**src/rtl/parity_bus_xcvr_pkg.sv**
```systemverilog
// Package: shared mode type and its decode for the parity transceiver.
// Assumes control inputs are known 0/1 values.
package parity_bus_xcvr_pkg;

    typedef enum logic [1:0] {
        XM_IDLE = 2'd0,
        XM_TX   = 2'd1,
        XM_RX   = 2'd2
    } xcvr_mode_e;

    // Maps the active-low enable and the direction bit onto a mode.
    function automatic xcvr_mode_e decode_mode(input logic oe_n, input logic dir_tx);
        if (oe_n)        return XM_IDLE;
        else if (dir_tx) return XM_TX;
        else             return XM_RX;
    endfunction

endpackage

```
**src/rtl/xcvr_parity_tree.sv**
```systemverilog
// Module: balanced XOR reduction tree over a WIDTH-bit vector.
// Assumes WIDTH >= 1. The input is zero-padded to a power of two, so the
// depth is clog2(WIDTH) XOR levels.
module xcvr_parity_tree #(
    parameter int WIDTH = 8
) (
    input  logic [WIDTH-1:0] data_i,
    output logic             parity_o
);
    localparam int LEVELS = (WIDTH > 1) ? $clog2(WIDTH) : 0;
    localparam int PADDED = 1 << LEVELS;

    for (genvar l = 0; l <= LEVELS; l++) begin : g_lvl
        localparam int N = PADDED >> l;
        logic [N-1:0] v;
        if (l == 0) begin : g_leaf
            // Leaf level: zero-extended input bits.
            assign v = N'(data_i);
        end else begin : g_node
            // Inner level: pairwise XOR of the level below.
            for (genvar i = 0; i < N; i++) begin : g_pair
                assign v[i] = g_lvl[l-1].v[2*i] ^ g_lvl[l-1].v[2*i+1];
            end
        end
    end

    assign parity_o = g_lvl[LEVELS].v[0];

endmodule

```
**src/rtl/xcvr_dir_ctrl.sv**
```systemverilog
// Module: turns the enable and direction inputs into per-pad drive enables.
// Assumes exactly one of transmit or receive applies when enabled.
module xcvr_dir_ctrl
    import parity_bus_xcvr_pkg::*;
(
    input  logic oe_n_i,
    input  logic dir_tx_i,
    output logic a_oe_o,
    output logic b_oe_o,
    output logic par_oe_o,
    output logic err_oe_o
);
    xcvr_mode_e mode;

    // Decode the operating mode, then derive the enables from it.
    always_comb begin
        mode     = decode_mode(oe_n_i, dir_tx_i);
        a_oe_o   = (mode == XM_RX);
        b_oe_o   = (mode == XM_TX);
        par_oe_o = (mode == XM_TX);
        err_oe_o = (mode == XM_RX);
    end

endmodule

```
**src/rtl/xcvr_data_steer.sv**
```systemverilog
// Module: forms the pad output values from the data, the parity results
// and the enables. Any value whose enable is low is forced to zero.
// Assumes the parity bits come from full-width reduction trees.
module xcvr_data_steer #(
    parameter int WIDTH = 8
) (
    input  logic             a_oe_i,
    input  logic             b_oe_i,
    input  logic             par_oe_i,
    input  logic             err_oe_i,
    input  logic             odd_sel_i,
    input  logic             par_in_i,
    input  logic             a_parity_i,
    input  logic             b_parity_i,
    input  logic [WIDTH-1:0] a_in_i,
    input  logic [WIDTH-1:0] b_in_i,
    output logic [WIDTH-1:0] a_out_o,
    output logic [WIDTH-1:0] b_out_o,
    output logic             par_out_o,
    output logic             err_n_o
);
    // Data paths: straight copy to the far port, gated by its enable.
    always_comb begin
        a_out_o = a_oe_i ? b_in_i : '0;
        b_out_o = b_oe_i ? a_in_i : '0;
    end

    // Parity paths: generation on transmit, active-low check on receive.
    always_comb begin
        par_out_o = par_oe_i & (odd_sel_i ^ a_parity_i);
        err_n_o   = err_oe_i & ~(b_parity_i ^ odd_sel_i ^ par_in_i);
    end

endmodule

```
**src/rtl/parity_bus_xcvr.sv**
```systemverilog
// Module: top of the bidirectional transceiver with parity generate/check.
// Purely combinational. Each bidirectional pad is split into in, out and
// enable signals for an external pad wrapper.
module parity_bus_xcvr #(
    parameter int WIDTH = 8
) (
    input  logic             oe_n_i,
    input  logic             dir_tx_i,
    input  logic             odd_sel_i,
    input  logic [WIDTH-1:0] a_in_i,
    output logic [WIDTH-1:0] a_out_o,
    output logic             a_oe_o,
    input  logic [WIDTH-1:0] b_in_i,
    output logic [WIDTH-1:0] b_out_o,
    output logic             b_oe_o,
    input  logic             par_in_i,
    output logic             par_out_o,
    output logic             par_oe_o,
    output logic             err_n_o,
    output logic             err_oe_o
);
    logic a_parity;
    logic b_parity;

    xcvr_dir_ctrl u_ctrl (
        .oe_n_i   (oe_n_i),
        .dir_tx_i (dir_tx_i),
        .a_oe_o   (a_oe_o),
        .b_oe_o   (b_oe_o),
        .par_oe_o (par_oe_o),
        .err_oe_o (err_oe_o)
    );

    xcvr_parity_tree #(.WIDTH(WIDTH)) u_par_a (
        .data_i   (a_in_i),
        .parity_o (a_parity)
    );

    xcvr_parity_tree #(.WIDTH(WIDTH)) u_par_b (
        .data_i   (b_in_i),
        .parity_o (b_parity)
    );

    xcvr_data_steer #(.WIDTH(WIDTH)) u_steer (
        .a_oe_i     (a_oe_o),
        .b_oe_i     (b_oe_o),
        .par_oe_i   (par_oe_o),
        .err_oe_i   (err_oe_o),
        .odd_sel_i  (odd_sel_i),
        .par_in_i   (par_in_i),
        .a_parity_i (a_parity),
        .b_parity_i (b_parity),
        .a_in_i     (a_in_i),
        .b_in_i     (b_in_i),
        .a_out_o    (a_out_o),
        .b_out_o    (b_out_o),
        .par_out_o  (par_out_o),
        .err_n_o    (err_n_o)
    );

endmodule

```
**config.mk**
```make
export PLATFORM = sky130hd
export DESIGN_NAME = parity_bus_xcvr
export DESIGN_NICKNAME = d
export VERILOG_FILES = /design/src/rtl/parity_bus_xcvr_pkg.sv /design/src/rtl/xcvr_parity_tree.sv /design/src/rtl/xcvr_dir_ctrl.sv /design/src/rtl/xcvr_data_steer.sv /design/src/rtl/parity_bus_xcvr.sv
export SDC_FILE = /design/constraint.sdc
export NUM_CORES = 1
export LEC_CHECK = 0
export BUFFER_PORTS_ARGS = -buffer_cell sky130_fd_sc_hd__buf_2
export CORE_AREA = 5 5 42 44
export DETAILED_ROUTE_END_ITERATION = 8
export DIE_AREA = 0 0 47 49
export SETUP_SLACK_MARGIN = 0.15
export SLEW_MARGIN = 25
export SYNTH_ARGS = -nofsm -noshare
export SYNTH_HDL_FRONTEND = slang
export SYNTH_SLANG_ARGS = --single-unit
```
**constraint.sdc**
```tcl
create_clock -name vclk -period 2
set_input_delay 0.1 -clock vclk [all_inputs]
set_output_delay 0.1 -clock vclk [all_outputs]
set_load 0.1 [all_outputs]
```
; Yosys cells after proc, flatten, opt, wreduce, memory -nomap -nowiden
; Cells that the tools add are included.
[totals]
reg_bits = 0
inputBits = 20
out_inout_bits = 22
word_cells = 26
[op_classes]
eq_ne = 2
mux = 4
bitwise = 20
[ops]
columns = operator, n
row1 = 1-bit bitwise XOR, 17
row2 = 8-bit 2-to-1 mux, 2
row3 = 2-bit 2-to-1 mux, 2
row4 = 1-bit bitwise AND, 2
row5 = "2-bit by 1-bit equality test with 1-bit output, second input constant", 1
row6 = "2-bit equality test, second input constant", 1
row7 = 1-bit NOT, 1

; Logic depth before layout (Yosys ltp)
[depth]
word_depth = 7
depth_mapped = 4
ltp_nobuf = 4

; By module
; From an unflattened synthesis, not the netlist that was laid out.
[hier_totals]
cells_unflattened = 38
area_unflattened_um2 = 299.0
[modules_own_cells]
columns = module, instances, cells_each, area_each_um2, seq_area_each_um2
row1 = xcvr_data_steer, 1, 20, 143.9, 0.0
row2 = xcvr_parity_tree, 2, 7, 61.3, 0.0
row3 = xcvr_dir_ctrl, 1, 4, 32.5, 0.0

; Worst setup path before layout
; OpenSTA, ideal clock, no wires.
[synth_path]
path_type = input port to output port
startpoint = input dir_tx_i
endpoint = output a_out_o[0]
t_arrival_ns = 2.458
required_ns = 1.900
path_slack_ns = -0.558
cell_stages = 2
n_path_buf = 0
cell_sequence = nor2_1 > and2_1
[synth_via]
elab_chain_len = 4
[synth_rtl]
columns = item, line_no
row1 = start: declaration, parity_bus_xcvr.sv:8  ; input logic dir_tx_i,
row2 = 2-bit 2-to-1 mux, parity_bus_xcvr_pkg.sv:14  ; else if (dir_tx) return XM_TX;
row3 = 2-bit 2-to-1 mux, parity_bus_xcvr_pkg.sv:13  ; if (oe_n) return XM_IDLE;
row4 = 2-bit equality test, xcvr_dir_ctrl.sv:18  ; a_oe_o = (mode == XM_RX);
row5 = 8-bit 2-to-1 mux, xcvr_data_steer.sv:24  ; a_out_o = a_oe_i ? b_in_i : '0;
row6 = end: declaration, parity_bus_xcvr.sv:11  ; output logic [WIDTH-1:0] a_out_o,
; Every way passes these cells.

; Final worst setup path
[layout_path]
startpoint = input odd_sel_i
endpoint = output err_n_o
[layout_via]
elab_chain_len = 4
[layout_rtl]
columns = item, line_no
row1 = start: declaration, parity_bus_xcvr.sv:9  ; input logic odd_sel_i,
row2 = 1-bit bitwise XOR (2 in a row), xcvr_data_steer.sv:31  ; err_n_o = err_oe_i & ~(b_parity_i ^ odd_sel_i ^ par_in_i);
row3 = 1-bit NOT, xcvr_data_steer.sv:31
row4 = 1-bit bitwise AND, xcvr_data_steer.sv:31
row5 = end: declaration, parity_bus_xcvr.sv:19  ; output logic err_n_o,
; Every way passes these cells.

==> results.tsv <==
stage	metric	value	unit
die	Starting Density	0.218	
sta	Final Hold Viols	0	
synthesis	Net Count, Synth	58	
final_layout	fin util	0.379	
pwr	Leak Pwr	0.310	nW
final_layout	commonest cells after routing, fill and taps aside	buf_2, and2_1, xnor2_1	
die	CORE AREA	1400	µm²
worst_setup_path	CP Launch Type	primary input	
route	antenna-violating nets left	0	
synthesis	register area share after synthesis	0	
sta	Worst-Margin Slew	0.514	ns
final_layout	nets	99	
pwr	internal power	0.0868	mW
die	site row count	14	
route	drt first-iter violations	2	
final_layout	fin area	531	µm²
worst_setup_path	critical path type	in2out	
final_layout	area grow syn2layout	73.8	%
final_layout	FFs & Latches	0	
route	number of remaining DRC errors	0	
sta	RSZ-0062 raised after global routing	false	
worst_setup_path	Critical Path End Type	output port	
global_route	total grt overflow	0	
worst_setup_path	worst-path cell chain	buf_2 > xnor2_1 > xnor3_1 > xnor2_1 > nor3_4 > buf_2	
final_layout	ant diodes	0	
synthesis	Synth Area per Inst	8.03	µm²
worst_setup_path	CP peak stage delay	0.44	ns
pwr	Switching Fraction	0.722	
placed_design	routability cong.	0.710	
die	I/O pins	42	
synthesis	YS warnings	0	
sta	Fmax	622	MHz
pwr	net switching power	0.226	mW
hold_path	Min-Delay Path Class	in2out	
die	DIE HEIGHT	49	µm
worst_setup_path	Critical Path RT	1.90	ns
final_layout	Clock Buffer Count	0	
cts	Gates resized, CTS repair	0	
pwr	Tot Pwr	0.312	mW
sta	setup TNS	0	ns
global_route	vias in the first global route	354	
global_route	initial antenna violation count	0	
pwr	Pwr Density	589	nW/µm²
status	status	completed	
final_layout	Finished Layout Cells	93	
cts	cts hold-fix bufs	0	
global_route	gr usage total	0.0732	
sta	Final Critical Period	1.61	ns
die	die width	47	µm
route	Post-Route WL	877	µm
worst_setup_path	critical path's slowest cell	buf_2	
route	Vias/cell	4.04	
sta	crit share post-route	0.804	
final_layout	Fillers	158	
placed_design	PortBufs	42	
placed_design	DP HPWL	812	µm
synthesis	Gate Count Post-Synth	38	
final_layout	register area	0	µm²
final_layout	commonest non-fill, non-tap cell in the layout	buf_2	
sta	Slew headroom	0.656	
die	die area	2300	µm²
route	DR WL/cell	9.43	µm
worst_setup_path	Worst EP arrival	1.51	ns
worst_setup_path	crit-path max FO	2	
pwr	sequential share of power	0	
placed_design	Placed Cells	93	
placed_design	placed cell area	531	µm²
global_route	largest net degree at the start of global routing	12	
final_layout	layout cells sized above 1	0.584	
worst_setup_path	crit-path leading delay family	XOR/XNOR gates	
route	DRT Pass-1 Iters	3	
pwr	Max VDD drop	0.239	mV
sta	Slew Limit Fails	0	
sta	hold slack	0.676	ns
sta	final setup fails	0	
synthesis	synth unique cells	10	
placed_design	post-place setup slack	0.386	ns
synthesis	synthesized area	305	µm²
sta	final setup margin	0.391	ns
global_route	first-pass GRT wire length	1.37	mm
worst_setup_path	CP bufs+invs	2	
pwr	clock share of power	0	
route	DR vias	376	
flow_run	Max-Cap Viols	0	
cts	Post-CTS Setup Bufs	0	
pwr	Comb pwr share	1.000	
[power groups by stage]
| stage | combinational, mW | clock, mW | sequential, mW |
|---|---|---|---|
| 5_1_grt | 0.325 | 0 | 0 |
| 3_3_place_gp | 0.314 | 0 | 0 |
| 4_1_cts | 0.316 | 0 | 0 |
| 6_report | 0.312 | 0 | 0 |
| 3_5_place_dp | 0.315 | 0 | 0 |
| 2_1_floorplan | 0.263 | 0 | 0 |
[cell families (layout without fill, tap and decap cells)]
| logic type | after synthesis | after routing | synth area share |
|---|---|---|---|
| xor+xnor | 15 | 15 | 0.520 |
| buf+inv | 3 | 42 | 0.0614 |
| simple gates | 20 | 20 | 0.418 |
[routing by layer]
layer | GRT usage | wire length, µm
met3 | 0.00738 | 123
met5 | 0 | 0
met1 | 0.0791 | 297
met2 | 0.149 | 455
met4 | 0 | 0
[final timing paths]
kind	slack, ns	end	from	cells after the start
min	0.68	err_n_o	dir_tx_i	3
max	0.39	err_n_o	odd_sel_i	6
[cell usage after synthesis, drive strengths merged]
library cell	instances	area share
xor2	1	0.029
clkbuf	1	0.012
xnor3	2	0.15
nor2	1	0.012
and2	17	0.35
nor3	1	0.033
xnor2	12	0.34
buf	2	0.049
nor2b	1	0.021
[worst min-delay path: stages]
cell and delay (ns):
buf_2 0.14, nor3_4 0.05, buf_2 0.28
[area by class of cell]
type	count	area, µm²	share of cell area
multi-input cells	35	300	0.566
repair buffers	42	210	0.396
well taps	16	20.0	0.0377
Power figures use the tool's default switching activity.
